[config.mk]
export PLATFORM = sky130hd
export DESIGN_NAME = csr_mini
export DESIGN_NICKNAME = d
export VERILOG_FILES = /design/src/rtl/csr_mini.sv
export SDC_FILE = /design/constraint.sdc
export NUM_CORES = 1
export LEC_CHECK = 0
export BUFFER_PORTS_ARGS = -buffer_cell sky130_fd_sc_hd__buf_2
export CAP_MARGIN = 20
export CORE_MARGIN = 2
export CORE_UTILIZATION = 40
export CTS_BUF_LIST = sky130_fd_sc_hd__clkbuf_8 sky130_fd_sc_hd__clkbuf_16
export DETAILED_ROUTE_END_ITERATION = 10
export PLACE_DENSITY = 0.67
export SYNTH_ARGS = -nofsm -noshare
export SYNTH_HDL_FRONTEND = slang
export SYNTH_SLANG_ARGS = --single-unit
[constraint.sdc]
create_clock -name clk -period 5.05 [get_ports clk]
set_input_delay 0.2525 -clock clk [delete_from_list [all_inputs] [get_ports clk]]
set_output_delay 0.2525 -clock clk [all_outputs]
set_load 0.01 [all_outputs]
[src/rtl/csr_mini.sv]
module csr_mini #(
  parameter int          XLEN      = 32,
  parameter logic [11:0] SCR_NUM   = 12'h340,
  parameter logic [11:0] CNT_NUM   = 12'hB00,
  parameter logic [11:0] CNT_ALT1  = 12'hB01,
  parameter logic [11:0] CNT_ALT2  = 12'hB02
) (
  input  logic            clk,
  input  logic            rst_n,
  input  logic            step,
  input  logic            csr_sel,
  input  logic [11:0]     csr_addr,
  input  logic [2:0]      funct3,
  input  logic [4:0]      rs1_idx,
  input  logic [4:0]      rd_idx,
  input  logic [XLEN-1:0] rs1_val,
  output logic            rd_we,
  output logic [XLEN-1:0] rd_data
);

  localparam logic [1:0] OP_WR  = 2'd1;
  localparam logic [1:0] OP_SET = 2'd2;
  localparam logic [1:0] OP_CLR = 2'd3;

  logic [XLEN-1:0] scr_q, cnt_q;
  logic [XLEN-1:0] old_val, src, new_val;
  logic [1:0]      op;
  logic            legal, hit_scr, hit_cnt, do_rd, do_wr;

  assign op      = funct3[1:0];
  assign legal   = step && csr_sel && (op != 2'd0);
  assign hit_scr = (csr_addr == SCR_NUM);
  assign hit_cnt = (csr_addr == CNT_NUM) || (csr_addr == CNT_ALT1) || (csr_addr == CNT_ALT2);
  assign src     = funct3[2] ? XLEN'(rs1_idx) : rs1_val;
  assign do_rd   = legal && ((op != OP_WR) || (rd_idx != 5'd0));
  assign do_wr   = legal && ((op == OP_WR) || (rs1_idx != 5'd0));

  always_comb begin
    if (hit_scr)      old_val = scr_q;
    else if (hit_cnt) old_val = cnt_q;
    else              old_val = '0;
  end

  always_comb begin
    case (op)
      OP_SET:  new_val = old_val | src;
      OP_CLR:  new_val = old_val & ~src;
      default: new_val = src;
    endcase
  end

  assign rd_we   = do_rd;
  assign rd_data = do_rd ? old_val : '0;

  always_ff @(posedge clk) begin
    if (!rst_n) begin
      scr_q <= '0;
      cnt_q <= '0;
    end else if (step) begin
      if (do_wr && hit_scr) scr_q <= new_val;
      if (do_wr && csr_addr == CNT_NUM) cnt_q <= new_val + XLEN'(1);
      else                              cnt_q <= cnt_q + XLEN'(1);
    end
  end

  a_r4_count_holds: assert property (@(posedge clk) disable iff (!rst_n)
    (rst_n && !step) |=> $stable(cnt_q));

  a_r4_count_advances: assert property (@(posedge clk) disable iff (!rst_n)
    (rst_n && step && !(csr_sel && funct3[1:0] != 2'd0 && csr_addr == CNT_NUM))
      |=> cnt_q == $past(cnt_q) + XLEN'(1));

  a_r5_write_then_inc: assert property (@(posedge clk) disable iff (!rst_n)
    (rst_n && step && csr_sel && funct3 == 3'b001 && csr_addr == CNT_NUM)
      |=> cnt_q == $past(rs1_val) + XLEN'(1));

  a_r2_scratch_stable: assert property (@(posedge clk) disable iff (!rst_n)
    (rst_n && !(step && csr_sel && csr_addr == SCR_NUM)) |=> $stable(scr_q));

  a_r13_no_access: assert property (@(posedge clk) disable iff (!rst_n)
    (csr_sel && funct3[1:0] == 2'd0) |-> !rd_we);

  a_r12_quiet_data: assert property (@(posedge clk) disable iff (!rst_n)
    !rd_we |-> rd_data == '0);

  a_r10_we_needs_step: assert property (@(posedge clk) disable iff (!rst_n)
    rd_we |-> (step && csr_sel));

endmodule

Yosys cells after proc, flatten, opt, wreduce, memory -nomap -nowiden. Index checks and enable logic that the tools add are counted.

Register bits after elaboration: 64. Input bits: 61. Logic and storage cells: 35.

Add/sub/neg operators: 2. Equal/unequal tests: 8. Multiplexer cells: 6. Bitwise logic cells: 3. Reductions and logical operators: 14.

Operators with widths (number): $mux W32 (5); $add A32 B1 Y32 const B (2); $pmux W32 S2 (1); $eq A12 B12 Y1 const B (3); $and A32 B32 Y32 (1); $not A32 Y32 (1); $or A32 B32 Y32 (1); $eq A12 B10 Y1 const B (1); $reduce_bool A5 Y1 (2); $logic_and A1 B1 Y1 (6); $eq A2 B2 Y1 const B (2); $logic_or A1 B1 Y1 (4); $eq A2 B1 Y1 const B (1); $ne A2 B1 Y1 const B (1); $reduce_and A2 Y1 (1); $reduce_bool A2 Y1 (1).

Longest topological paths before layout. Gate-level depths: netlist (run 1).

Depth in word-level cells: 9. Gate-level depth with buffers: 19. Gate-level depth less buffers: 14.

Worst setup path after synthesis (run 1). OpenSTA, ideal clock, no wires.

Path type: input to register. From: input port rs1_idx[1]. To: register cnt_q[24]. Library setup time: 120 ps. Data arrival time: 3675 ps. Required time: 4930 ps. Path slack: 1255 ps. Stages: 18. Path buffers: 5. Cells stage by stage: or4_4 o31a_1 buf_2 nand2_2 buf_2 buf_2 buf_1 nand2_1 o21ai_0 ha_1 nand3_1 o21ai_0 and2_1 nand2_1 clkbuf_1 o31ai_1 a21oi_1 o31a_1.

Word-level cells in the longest chain between the ends: 6. Elaborated cells on any way between the ends: 11.

RTL lines: from (decl) (RTL line 14) `input logic [4:0] rs1_idx,`; $mux W32 (RTL line 34) `assign src = funct3[2] ? XLEN'(rs1_idx) : rs1_val;`; $not A32 Y32 (RTL line 47) `OP_CLR: new_val = old_val & ~src;`; $and A32 B32 Y32 (RTL line 47); $pmux W32 S2 (RTL line 45) `case (op)`; $add A32 B1 Y32 (RTL line 61) `if (do_wr && csr_addr == CNT_NUM) cnt_q <= new_val + XLEN'(1);`; $mux W32 * (RTL line 61); to (signal assigned) (RTL line 61); to (signal assigned) (RTL line 62) `else cnt_q <= cnt_q + XLEN'(1);`; to (decl) (RTL line 25) `logic [XLEN-1:0] scr_q, cnt_q;`.

Every way passes the cells marked *; elsewhere a longest branch is shown, timed or not. A chain may end at the register's enable or synchronous reset.

Worst setup path after layout (run 1).
From: input port csr_addr[3]. To: register cnt_q[24].

Word-level cells in the longest chain between the ends: 9. Elaborated cells on any way between the ends: 14.

RTL lines: from (decl) (RTL line 12) `input logic [11:0] csr_addr,`; $eq A12 B12 Y1, on equally long branches (RTL line 33, 61); $logic_or A1 B1 Y1 (2 in a row) (RTL line 33) `assign hit_cnt = (csr_addr == CNT_NUM) || (csr_addr == CNT_ALT1) || (csr_addr == CNT_ALT2);`; $mux W32 (RTL line 40) `else if (hit_cnt) old_val = cnt_q;`; $mux W32 (RTL line 39) `if (hit_scr) old_val = scr_q;`; $and A32 B32 Y32 / $or A32 B32 Y32 (equally long branches) (RTL line 47, 46); $pmux W32 S2 (RTL line 45); $add A32 B1 Y32 (RTL line 61); $mux W32 * (RTL line 61).

Marked as above.

==> summary.md, run 1 <==
| Metric | Value |
|---|---|
| Number of standard cells after synthesis | 714 |
| Share of the synthesized area in the top cell type | 0.244 |
| Number of search-and-repair iterations in the first detailed-routing pass | 5 |
| Io pins | 94 |
| Antenna violations before repair | 0 |
| Util after Layout | 0.483 |
| Longest Clk Path Bufs | 2 |
| Post-placement worst setup slack | ~1000 ps |
| GRT Residual Overflow | 0 |
| Total standard cell area after synthesis | approximately 0.0053 sq mm |
| Setup repair after global routing missed its margin | false |
| Fin. max-slew vios | 0 |
| Crit path setup slack, layout | 1310 ps |
| Width of the chip | 119 microns |
| Vias after detailed routing | 5,857 |
| Clock tree from TritonCTS | done |
| Setup bufs post-CTS | 0 |
| Endpoint required time on the critical path | 5280 ps |
| Worst setup path class | primary input to register |
| Global-route total usage across every layer | 0.261 |
| FMAX | 267 MHz |
| Dominant register cell in the synthesized netlist | dfxtp_1 |
| Normalized max-slew margin | 0.390 |
| Highest fanout seen on the critical path | 12 |
| Chip Height | around 120 microns |
| Die Footprint | 0.0141 sq mm |
| Number of global-route vias before repair | 5,511 |
| Maximum number of pins on one net before global-route repair | 55 |
| Number of cells on the worst reg-to-reg path | 11 |
| Wire length of the first global-routing pass | 29.4 mm |
| Asr flop ratio synth | 0 |
| Later-pin clock latency in the skew report | 340 ps |
| Type of element launching the critical path | primary input |
| Syn nets | 776 |
| Final critical delay including setup and external delays | 3740 ps |
| Run status | completed |
| Clock tree root buffer cell | clkbuf_16 |
| Final worst-path cycle share | 0.741 |
| Netlist cell types | 78 |
| Final worst clock skew | 7.99 ps |
| Leakage | ~0.0023 uW |
| Critical path endpoint category | register |
| Met3 wire length | 1.73 mm |
| Number of synthesized register bits | 64 |
| Type of the most critical hold path | primary input to register |
| Warnings from Yosys | 0 |
| Final Wtd Congestion | 0.933 |
| Most area-hungry cell type in the Yosys netlist | dfxtp_1 |
| Top cells by area in the synthesized netlist | dfxtp_1 (24%), nor2_1 (6.5%), a22oi_1 (5.1%) |
| Number of nets still failing antenna checks after routing | 0 |
| Cell area after placement | 0.00582 sq mm |
| Post-CTS Hold Fix Bufs | 0 |
| Max layer used | met4 |
| Post-route design area | 0.00614 sq mm |
| Vias per inst | 6.12 |
| Part of the Yosys area used for sequential elements | 0.244 |
| Net count reported at finish | 843 |
| Placed wire-length estimate | 13.1 mm |
| Cell area power density | 223 mW/mm^2 |
| Clock transition time at the flip-flop clock pins of the worst setup and hold paths | ~50 ps |
| Remaining design rule violation count | 0 |
| Total power | 1370 uW |
| Number of rows created at floorplan | just over 40 |
| CP Data Arrival Time | about 4000 ps |
| Routed wirelength normalized by instance count | 19.5 microns |
| Max Cap Viol | 0 |
| Least-Margin Pin Slew | between 900 and 1000 ps |
| Number of design-rule violations left by the first detailed-router iteration | around 500 |
| # clock sinks | 64 |
| Post-CTS resize count | 0 |
| Met1 layer wirelength in the final routing | roughly 8 mm |
| Worst Hold Path Cells | 5 |
| Count of antenna diodes in the layout | 0 |
| Clock buffers created by TritonCTS | 9 |
| Synth-to-layout area growth | 16.8% |
| Summed negative setup slack over all endpoints | 0 ps |
| Routed wire length | 18.7 mm |
| Final setup vio count | 0 |
| Post-synth EDFFs | 0 |
| Core Area | 0.0127 sq mm |
| Final number of hold-violating endpoints | 0 |
| Number of port buffers | between 90 and 100 |
| Number of levels in the clock H-tree | 3 |
| Initial cell density of the core | 0.413 |
| Mean area per synthesized cell | 7.37 sq um |
| Share of post-route cells with drive strength above 1 | 0.206 |
| Maximum vdd ir drop | between 0.00015 and 0.0002 V |
| Sum of met2 wire segment lengths after detailed routing | approximately 8.4 mm |
synth_stat cells, drive strengths merged, types with 5 or more instances:
| cell type | count |
|---|---|
| nor4 | 9 |
| nand2b | 8 |
| and2 | 8 |
| dfxtp | 64 |
| xor2 | 6 |
| a22oi | 37 |
| clkbuf | 32 |
| nand3b | 7 |
| nand4 | 12 |
| a2bb2oi | 6 |
| a21oi | 33 |
| nor3 | 18 |
| nand2 | 64 |
| a21o | 5 |
| nor2b | 18 |
| o21a | 9 |
| xnor2 | 5 |
| inv | 18 |
| a211oi | 22 |
| and3 | 11 |
| nor2 | 92 |
| nand3 | 35 |
| o31ai | 10 |
| mux2i | 20 |
| and3b | 6 |
| a31oi | 18 |
| o21ai | 48 |
| o31a | 6 |
| or4 | 5 |
| buf | 23 |
sequential cells by signal, indices dropped and copies added, names as in the netlist:
signal	count
cnt_q	32
scr_q	32
metrics by stage:
stage | hold WS, ps | std cells
after floorplan | 440 | 714
after global placement | 465 | 942
after detailed placement | 462 | 942
after CTS | 353 | 957
after global routing | 381 | 957
final | 354 | 957
routing by layer:
layer,vias to the layer above,global-route usage
li1,2806,-
met1,2716,0.347
met2,298,0.420
met3,37,0.0521
met4,0,0.0893
met5,-,0
logic make-up after synthesis:
kind of cell    synth area share
buf+inv                   0.0631
xor+xnor                  0.0183
simple gates               0.316
compound gates             0.315
fa+ha+maj                0.00238
flops                      0.244
mux                       0.0424
final timing paths:
kind	from	to	slack (ps)
worst max-delay path	csr_addr[3]	cnt_q[24]	1310
worst min-delay path	rs1_val[30]	scr_q[30]	350
worst max register to register	cnt_q[0]	cnt_q[24]	2050
worst min register to register	scr_q[1]	scr_q[1]	470
area by class of cell:
| class | instances | area [sq um] |
|---|---|---|
| Clock buffer | 11 | 253 |
| Clock inverter | 4 | 68.8 |
| Fill cell | 1331 | 6580 |
| Inverter | 18 | 67.6 |
| Multi-Input combinational cell | 577 | 3660 |
| Sequential cell | 64 | 1280 |
| Tap cell | 172 | 215 |
| Timing Repair Buffer | 111 | 601 |
critical path: stages:
cell and delay (ps):
buf_2 130, nor4b_2 480, and4_1 590, nand2_2 270, o21ai_0 320, ha_1 280
nand3_1 90, o21ai_0 290, and2_1 240, nand2_1 280, o31ai_1 310, a21boi_0 130
o31a_1 320
where the power goes:
part / internal (uW) / total, uW / switching [uW] / leakage (uW)
Sequential: 511 / 517 / 5.86 / 0.000518
Combinational: 58.7 / 166 / 107 / 0.00159
Clock: 454 / 689 / 235 / 0.000163
cells in the final DEF, fill, tap and decap left out, types with 5 or more instances in the layout:
cell type | netlist | routed
a21oi_1 | 33 | 33
clkbuf_16 | 0 | 9
a22oi_1 | 36 | 36
nand2_1 | 62 | 62
xnor2_1 | 5 | 5
and2_1 | 6 | 6
o21ai_0 | 48 | 48
a21o_1 | 5 | 5
nand2b_1 | 8 | 8
inv_1 | 18 | 19
a31oi_1 | 18 | 18
nand3_1 | 34 | 34
dfxtp_1 | 64 | 64
o31a_1 | 6 | 6
mux2i_1 | 20 | 20
buf_4 | 5 | 18
nor3_1 | 17 | 15
a2bb2oi_1 | 5 | 5
o21a_1 | 9 | 9
buf_2 | 13 | 93
nor2b_1 | 18 | 18
a211oi_1 | 22 | 22
xor2_1 | 6 | 6
nand4_1 | 11 | 11
o31ai_1 | 7 | 7
nor2_1 | 91 | 90
and3b_1 | 6 | 6
nand3b_1 | 6 | 6
and3_1 | 11 | 11
No activity file was read; power rests on OpenSTA's default activity.
==> inputs of run 2 (changes only) <==
Clock period 5.05 ns to 3.5 ns, I/O delays scaled along.
==> summary.md, run 2 (same netlist as run 1, synthesis figures left out) <==
| Metric | Value |
|---|---|
| Clock transition time at the flip-flop clock pins of the worst setup and hold paths | 60 ps (about the same) |
| P_sw | 504 uW (+45%) |
| Maximum vdd ir drop | 0.000294 V (+51%) |
| Final number of hold-violating endpoints | 0 (unchanged) |
| Post-CTS resize count | 0 (unchanged) |
| Number of levels in the clock H-tree | 3 (unchanged) |
| FMAX | roughly 320 MHz |
| Clock buffers created by TritonCTS | 9 (unchanged) |
| Cell internal pwr | 1410 uW (+38%) |
| Setup bufs post-CTS | 0 (unchanged) |
| R2r startpoint | cnt_q[0] |
| Number of cells on the worst reg-to-reg path | 11 (unchanged) |
| Number of design-rule violations left by the first detailed-router iteration | 699 (+41%) |
| Number of nets still failing antenna checks after routing | 0 (unchanged) |
| Worst Hold Path Cells | 4 (-1) |
| Io pins | 94 (unchanged) |
| Wire length of the first global-routing pass | 30.0 mm (+1.9%) |
| Normalized max-slew margin | 0.593 (+0.202) |
| Post-placement worst setup slack | 162 ps (-884 ps) |
| Routed wirelength normalized by instance count | 19.0 microns (-2.7%) |
| Max Cap Viol | 0 (unchanged) |
| Setup repair after global routing missed its margin | false |
| Final critical delay including setup and external delays | 3140 ps |
| Clock tree root buffer cell | clkbuf_16 |
| Post-CTS Hold Fix Bufs | 0 (unchanged) |
| Type of element launching the critical path | primary input |
| # clock sinks | 64 (unchanged) |
| Clock power frac | 0.481 (-0.021) |
| Number of filler instances in the final layout | 1,333 (+0.15%) |
| Setup slack of the most critical reg-to-reg path | 730 ps (-1320 ps) |
| Number of global-route vias before repair | 5,551 (+0.73%) |
| Run status | completed |
| Chip Height | 119 microns (unchanged) |
| Net count reported at finish | 872 (+3.4%) |
| Final worst-path cycle share | 0.896 |
| Number of search-and-repair iterations in the first detailed-routing pass | 6 (+1) |
| Registers with the most flip-flops | cnt_q (32), scr_q (32) |
| Antenna violations before repair | 1 (+1) |
| Final Wtd Congestion | 0.923 (-1.1%) |
| Global-route total usage across every layer | 0.267 (+0.00552) |
| Die Footprint | 0.0141 sq mm (unchanged) |
| GRT Residual Overflow | 0 (unchanged) |
| Remaining design rule violation count | 0 (unchanged) |
| Leakage | 0.00241 uW (+6.0%) |
| Type of the most critical hold path | primary input to register |
| Fraction of power spent switching nets | 0.263 (+0.00925) |
| CP Data Arrival Time | 3420 ps (-550 ps) |
| Later-pin clock latency in the skew report | 340 ps (about the same) |
| Routed wire length | 18.8 mm (+0.41%) |
| Initial cell density of the core | 0.413 (unchanged) |
| Critical register-to-register path endpoint | cnt_q[24] |
| Util after Layout | 0.499 (+0.0158) |
| Crit path launch | csr_addr[3] |
| Least-Margin Pin Slew | 611 ps (-301 ps) |
| Final worst clock skew | 6.79 ps (-1.20 ps) |
| Highest fanout seen on the critical path | 7 (-5) |
| Capture point of the worst path | cnt_q[24] |
| Area of the multi-input gates | 0.00366 sq mm (about the same) |
| Vias per inst | 6.05 (-1.1%) |
| Summed negative setup slack over all endpoints | 0 ps (unchanged) |
| Most used cells in the layout excluding fill and tap cells | buf_2 (93), nor2_1 (90), dfxtp_1 (64) |
| Fin. max-slew vios | 0 (unchanged) |
| Combinational fraction of design power | 0.129 (+0.008) |
| Endpoint required time on the critical path | 3780 ps (-1500 ps) |
| Worst setup path class | primary input to register |
| Crit path setup slack, layout | 363 ps (-943 ps) |
| Cell area power density | 302 mW/mm^2 (+35%) |
| Placed wire-length estimate | 13.3 mm (+1.5%) |
| Clock tree from TritonCTS | done |
| Width of the chip | 119 microns (unchanged) |
| Longest Clk Path Bufs | 2 (unchanged) |
| Number of port buffers | 93 (unchanged) |
| Commonest non-fill, non-tap cell in the layout | buf_2 |
| Number of rows created at floorplan | 41 (unchanged) |
| Share of post-route cells with drive strength above 1 | 0.236 (+0.0292) |
| Critical path endpoint category | register |
| Core Area | 0.0127 sq mm (unchanged) |
| Maximum number of pins on one net before global-route repair | 55 (unchanged) |
| Sequential Power Share | 0.389 (+0.012) |
| Final setup vio count | 0 (unchanged) |
| Seq. cell area | 0.00128 sq mm (unchanged) |
| Synth-to-layout area growth | 20.7% |
| Vias after detailed routing | 5,980 (+2.1%) |
[run 2: metrics by stage]
stage / cells / instance area (sq um) / power, uW / hold slack (ps)
CTS: 987 / 6340 / 1920 / 260
detailed placement: 971 / 6040 / 1000 / 487
global placement: 971 / 6040 / 1000 / 476
floorplan: 714 / 5270 / 903 / 440
global route: 987 / 6340 / 1980 / 315
finish: 988 / 6350 / 1920 / 275
[run 2: worst min-delay path by stage]
stage	from	endpoint	slack, ps
2_1_floorplan	scr_q[1]	scr_q[1]	440
3_3_place_gp	scr_q[1]	scr_q[1]	480
3_5_place_dp	scr_q[22]	scr_q[22]	490
4_1_cts	rs1_val[26]	scr_q[26]	260
5_1_grt	rs1_val[26]	scr_q[26]	320
6_report	rs1_val[27]	scr_q[27]	270
[run 2: routing by layer]
layer | GRT usage | routed length (microns) | vias to the layer above | share of wire
met5 | 0 | 0 | - | 0
li1 | - | - | 2854 | -
met1 | 0.369 | 8250 | 2768 | 0.44
met3 | 0.0565 | 1920 | 34 | 0.10
met2 | 0.414 | 8240 | 324 | 0.44
met4 | 0.0833 | 369 | 0 | 0.020
[run 2: layout make-up]
type	count	area share
diodes	1	0.000394
multi-input cells	577	0.577
clock buffers	11	0.0398
flip-flops and latches	64	0.202
well taps	172	0.0339
repair buffers	140	0.129
inverters	18	0.0106
clock inverters	5	0.00749
[run 2: power groups by stage]
stage	clock network [uW]	logic [uW]	registers, uW
after floorplan	0	144	759
after global placement	0	241	761
after detailed placement	0	242	761
after CTS	933	243	746
after global routing	964	268	747
final	923	248	746
[run 2: critical path, cell delays in order]
cell	delay [ps]
buf_2	130
or4b_1	640
nor2_1	190
a22o_1	140
a31oi_1	90
o21ai_0	270
ha_2	280
nand3_1	70
o21ai_1	210
and2_1	250
nand2_1	200
or4_1	450
a21oi_1	180
o31a_1	140
